**src/rtl/i2c_phase_timer.sv**
```systemverilog
module i2c_phase_timer (
  input  logic        clk,
  input  logic        rst_n,
  input  logic [31:0] cfg_start_stop,
  input  logic [31:0] cfg_bit,
  input  logic [31:0] cfg_prescale,
  input  logic [31:0] cfg_hold,
  input  logic [2:0]  cfg_filter,
  input  logic        req_valid,
  input  logic [1:0]  req_op,
  input  logic        req_bit,
  output logic        req_ready,
  output logic        done,
  output logic        rx_bit,
  output logic        bus_idle,
  input  logic        scl_i,
  input  logic        sda_i,
  output logic        scl_o,
  output logic        sda_o
);
  localparam logic [1:0] OP_START = 2'd0, OP_SEND = 2'd1, OP_RECV = 2'd2, OP_STOP = 2'd3;

  typedef enum logic [3:0] {
    IDLE, S_SU, S_HD, HOLD, R_REL, R_WT,
    B_HD, B_LO, B_SU, B_WT, B_HI, P_HD, P_LO, P_WT, P_SU
  } st_t;

  st_t st, nxt;
  logic [7:0] pc, tc, n;
  logic [1:0] filt;
  logic [2:0] fcnt [2];
  logic sda_r, wbit, rd, fin, timed_fin;

  wire [7:0] presc = cfg_prescale[23:16];
  wire [1:0] raw = {sda_i, scl_i};
  wire scl_f = filt[0];
  wire sda_f = filt[1];

  always_comb begin
    case (st)
      S_SU:       n = cfg_start_stop[31:24];
      S_HD:       n = cfg_start_stop[23:16];
      P_SU:       n = cfg_start_stop[15:8];
      B_SU, P_LO: n = cfg_bit[31:24];
      B_LO:       n = cfg_bit[15:8];
      B_HI:       n = cfg_bit[7:0];
      R_REL:      n = cfg_prescale[7:0];
      B_HD, P_HD: n = cfg_hold[7:0];
      default:    n = 8'd0;
    endcase
  end

  assign timed_fin = (n == 8'd0) || (pc == presc && ({1'b0, tc} + 9'd1) == {1'b0, n});
  assign fin = (st inside {R_WT, B_WT, P_WT}) ? scl_f : timed_fin;

  always_comb begin
    nxt = st;
    case (st)
      IDLE: if (req_valid && req_op == OP_START) nxt = S_SU;
      HOLD: if (req_valid) begin
        case (req_op)
          OP_START: nxt = R_REL;
          OP_STOP:  nxt = P_HD;
          default:  nxt = B_HD;
        endcase
      end
      S_SU:  if (fin) nxt = S_HD;
      S_HD:  if (fin) nxt = HOLD;
      R_REL: if (fin) nxt = R_WT;
      R_WT:  if (fin) nxt = S_SU;
      B_HD:  if (fin) nxt = B_LO;
      B_LO:  if (fin) nxt = B_SU;
      B_SU:  if (fin) nxt = B_WT;
      B_WT:  if (fin) nxt = B_HI;
      B_HI:  if (fin) nxt = HOLD;
      P_HD:  if (fin) nxt = P_LO;
      P_LO:  if (fin) nxt = P_WT;
      P_WT:  if (fin) nxt = P_SU;
      P_SU:  if (fin) nxt = IDLE;
      default: nxt = IDLE;
    endcase
  end

  always_ff @(posedge clk or negedge rst_n) begin
    if (!rst_n) begin
      st <= IDLE;
      pc <= '0;
      tc <= '0;
      sda_r <= 1'b1;
      wbit <= 1'b0;
      rd <= 1'b0;
      done <= 1'b0;
      rx_bit <= 1'b0;
    end else begin
      st <= nxt;
      if (nxt != st) begin
        pc <= '0;
        tc <= '0;
      end else if (pc == presc) begin
        pc <= '0;
        tc <= tc + 8'd1;
      end else begin
        pc <= pc + 8'd1;
      end
      done <= (nxt == HOLD && st != HOLD) || (nxt == IDLE && st == P_SU);
      if (st == HOLD && req_valid) begin
        wbit <= req_bit;
        rd <= (req_op == OP_RECV);
      end
      if (st == HOLD && nxt == R_REL) sda_r <= 1'b1;
      if (st == S_SU && nxt == S_HD) sda_r <= 1'b0;
      if (st == B_HD && nxt == B_LO) sda_r <= rd | wbit;
      if (st == P_HD && nxt == P_LO) sda_r <= 1'b0;
      if (st == P_SU && nxt == IDLE) sda_r <= 1'b1;
      if (st == B_HI && nxt == HOLD && rd) rx_bit <= sda_f;
    end
  end

  always_ff @(posedge clk or negedge rst_n) begin
    if (!rst_n) begin
      filt <= 2'b11;
      fcnt[0] <= '0;
      fcnt[1] <= '0;
    end else begin
      for (int i = 0; i < 2; i++) begin
        if (raw[i] == filt[i]) begin
          fcnt[i] <= '0;
        end else if (fcnt[i] == cfg_filter) begin
          filt[i] <= raw[i];
          fcnt[i] <= '0;
        end else begin
          fcnt[i] <= fcnt[i] + 3'd1;
        end
      end
    end
  end

  assign scl_o = !(st inside {HOLD, R_REL, B_HD, B_LO, B_SU, P_HD, P_LO});
  assign sda_o = sda_r;
  assign bus_idle = (st == IDLE);
  assign req_ready = (st == IDLE) || (st == HOLD);
endmodule

```
**config.mk**
```make
export PLATFORM = sky130hd
export DESIGN_NAME = i2c_phase_timer
export DESIGN_NICKNAME = d
export VERILOG_FILES = /design/src/rtl/i2c_phase_timer.sv
export SDC_FILE = /design/constraint.sdc
export NUM_CORES = 1
export LEC_CHECK = 0
export BUFFER_PORTS_ARGS = -buffer_cell sky130_fd_sc_hd__buf_2
export CAP_MARGIN = 20
export CORE_ASPECT_RATIO = 1.75
export CORE_MARGIN = 4
export CORE_UTILIZATION = 31
export DETAILED_ROUTE_END_ITERATION = 12
export SYNTH_ARGS = -nofsm -noshare
export SYNTH_HDL_FRONTEND = slang
export SYNTH_SLANG_ARGS = --single-unit
```
**constraint.sdc**
```tcl
create_clock -name clk -period 5.9 [get_ports clk]
set_input_delay 1.18 -clock clk [delete_from_list [all_inputs] [get_ports clk]]
set_output_delay 1.18 -clock clk [all_outputs]
set_load 0.005 [all_outputs]
```
==> results.toml <==
[floorplanning]
die_w_um = 82.8
design.die.area_mm2 = 0.0115
die_height_um = 139
rows = 47
start_util_pct = 31.9
coreArea_mm2 = 0.00953
ioPinCount = 145

[placement]
place_congestion = 0.849
port_buffers = 88
placed_cells = 544
dpl.hpwl_um = 7240

[routing]
ant_nets = 0
vias = 3008
drt-total-wl_um = 9240
drt-wirelength-per-cell_um = 16.7
drc = 0
routed_via_density = 5.45
drtIter0Drc = 232
drtPass1Iterations = 4

[logic_synthesis]
async_flop_share_pct = 100
synthSimpleGateAreaFrac_pct = 29.1
synth_compound_area_share_pct = 19.8
syn_area_mm2 = 0.00304
synth_edf_count = 0
synth_top_family_by_area = "simple AND/OR/NAND/NOR gates"
yosys_warnings = 0
synth-xor-area-share_pct = 11.3
syn_nets = 496
ys_ff_latch = 33
synthFlopType = "dfrtp_1"
ys_types = 69
avgSynthCellArea_um2 = 8.60
synthMuxAreaShare_pct = 5.81
seq_area_frac_synth_pct = 27.3
synth_fa_ha_area_share_pct = 1.65
synthCells = 353

[finish]
final_common_cell = "buf_2"
final_cell_mix = "buf_2, nor2_1, dfrtp_1, xor2_1, xnor2_1"
n_antenna_cell = 0
nNetsFinal = 572
area_growth_pct = 20.8
n_fill_cell = 1015
final_cells = 552
drive_gt1_share_pct = 30.9

[clocking]
cts.clk_slew.worst_paths_ns = 0.05
numCtsBuffers = 5
clock_latency_ns = 0.28
ctsResizeCount = 0
cts_setup_buffers = 0
cts_sinks = 33
cts_max_level = 2
clk_path_buf_depth = 2
root_buffer = "clkbuf_16"
cts_tree = "done"
hold_buffers = 0

[min_path]
hp-class = "flip-flop to flip-flop"
worstHoldStart = "fcnt[0]"
hold_end = "fcnt[0]"
whs_path_depth = 1

[pwr]
p_seq_share_pct = 26.9
power.switching_mw = 0.640
power.total_mw = 1.44
ir_worst_vdd_v = 0.000241
p_int_mw = 0.803
leakagePower_nw = 1.59
p_sw_share_pct = 44.4
p_per_area_mw_per_mm2 = 394
pwr-share-comb_pct = 56.1
clkPwrFrac_pct = 17.0

[timing]
layout_min_cycle_time_ns = 4.09
tightestPinTransition_ns = 0.798
maxSlewHeadroom_pct = 46.6
finalSetupTns_ns = 0
finalHoldViolCount = 0
post-route-period-util_pct = 69.3
slew_viol_final = 0
finClkSkew_ns = 0.00503
setup_violations = 0
fmax_mhz = 245
rsz0062_at_grt = "false"

[global_routing]
grt-ovfl-total = 0
track_usage_pct = 16.0
grt_util_met1_pct = 17.5
busiest_layer = "met2"
grt_pass1_vias = 3013
grtUsageMet2_pct = 29.1
grt_pass1_wl_um = 15100
antenna_found_initial = 0
grt_max_degree = 38
use_met3_pct = 3.57

[worst_setup_path]
crit_chain = "buf_4, nor2b_1, a32o_1, a2111oi_4, nand4b_1, a2111oi_2, o2111a_2, or3_4, o32ai_2, or4b_1, o22ai_1"
cp_max_fo = 21
cpMaxStageDelayCell = "dfrtp_1"
arrival_ns = 4.28
reg2regPathDepth = 11
slowest_delay_ns = 0.78
cp.required_ns = 6.09
r2r_slack_ns = 1.81
timing.rr.end = "done"
end_kind = "flip-flop"
timing.rr.start = "st[2]"
cp-start-kind = "flip-flop"
crit_type = "flip-flop to flip-flop"

[job]
drv_cap = 0

[run_status]
status = "finished clean"
==> worst max-delay path: cells and delay by family, from the launching register on <==
kind | cells | cell delay [ns]
buffers and inverters | 1 | 0.35
flip-flops | 1 | 0.78
AND/OR/NAND/NOR | 4 | 1.56
AO/OA/AOI/OAI | 6 | 1.30
==> metal layers <==
metal	share of wire, %	routed length, um
met4	3.1	290
met2	53	4880
met3	6.9	638
met1	37	3420
met5	0	0
==> synth_stat cells (all sizes together), types with 3 or more instances <==
cell type   n  area share (%)
a21oi      15             2.6
and3        8             1.6
dfstp       3             2.6
dfrtp      30              25
a32o        3            0.99
nand3b      8             2.0
o21ai      17             2.8
nor3        6            0.99
nand2      18             2.2
o22ai       5             1.2
nor2       39             5.0
nor2b       9             1.9
xor2       20             5.8
nand4       8             1.6
buf        16             3.4
or3b        4             1.2
or3         3            0.78
nor3b       5             1.2
ha          4             1.6
mux2       10             3.8
inv         4            0.49
a2111oi     5             2.9
and3b       4             1.2
nand2b      8             1.6
nand4b      3            0.87
clkbuf      7            0.87
and2        3            0.70
a32oi       6             1.7
a31oi       5             1.0
or2         4            0.82
xnor2      19             5.5
nand3      16             2.6
mux2i       6             2.0
==> through the flow <==
stage          util (%)  hold slack [ns]  worst slack [ns]  area (um^2)
5_1_grt            38.5            0.521              1.49         3670
4_1_cts            38.5            0.484              1.78         3670
3_3_place_gp       37.0            0.464              1.77         3530
6_report           38.5            0.481              1.81         3670
2_1_floorplan         -            0.450              2.18         3040
3_5_place_dp       37.0            0.477              1.76         3530
==> layout make-up <==
| cell class | instances | area [um^2] | area share (%) |
|---|---|---|---|
| timing repair buffer | 92 | 470 | 12.8 |
| sequential | 33 | 830 | 22.6 |
| multi-input combinational | 291 | 2050 | 56.0 |
| clock inverter | 1 | 5.00 | 0.137 |
| inverter | 6 | 22.5 | 0.614 |
| clock buffer | 7 | 133 | 3.62 |
| tap | 122 | 153 | 4.16 |
==> worst max-delay path by stage <==
stage,cells after the start,endpoint,slack [ns],startpoint
after floorplan,10,rx_bit,2.18,cfg_start_stop[13]
after global placement,11,done,1.77,cfg_start_stop[13]
after detailed placement,11,done,1.76,cfg_bit[5]
after CTS,11,pc[5],1.78,st[2]
after global routing,11,pc[5],1.49,st[2]
final,11,done,1.81,st[2]
==> flip-flops by register name, summed over array words and instances (netlist names) <==
name    cells
rd          1
done        1
pc          8
rx_bit      1
filt        2
fcnt        6
sda_o       1
st          4
tc          8
wbit        1
==> cell families (layout without fill, tap and decap cells) <==
logic type | after synthesis | count (layout)
AND/OR/NAND/NOR | 154 | 154
AO/OA/AOI/OAI | 78 | 78
XOR/XNOR | 39 | 39
flip-flops | 33 | 33
buffers and inverters | 29 | 106
multiplexers | 16 | 16
adder cells (fa/ha/maj) | 4 | 4
==> power by group through the flow <==
stage	clock (mW)	combinational [mW]	sequential, mW
6_report	0.245	0.809	0.389
3_5_place_dp	0	0.806	0.391
3_3_place_gp	0	0.793	0.389
5_1_grt	0.268	0.898	0.402
2_1_floorplan	0	0.649	0.348
4_1_cts	0.257	0.812	0.388
Power figures use the tool's default switching activity.
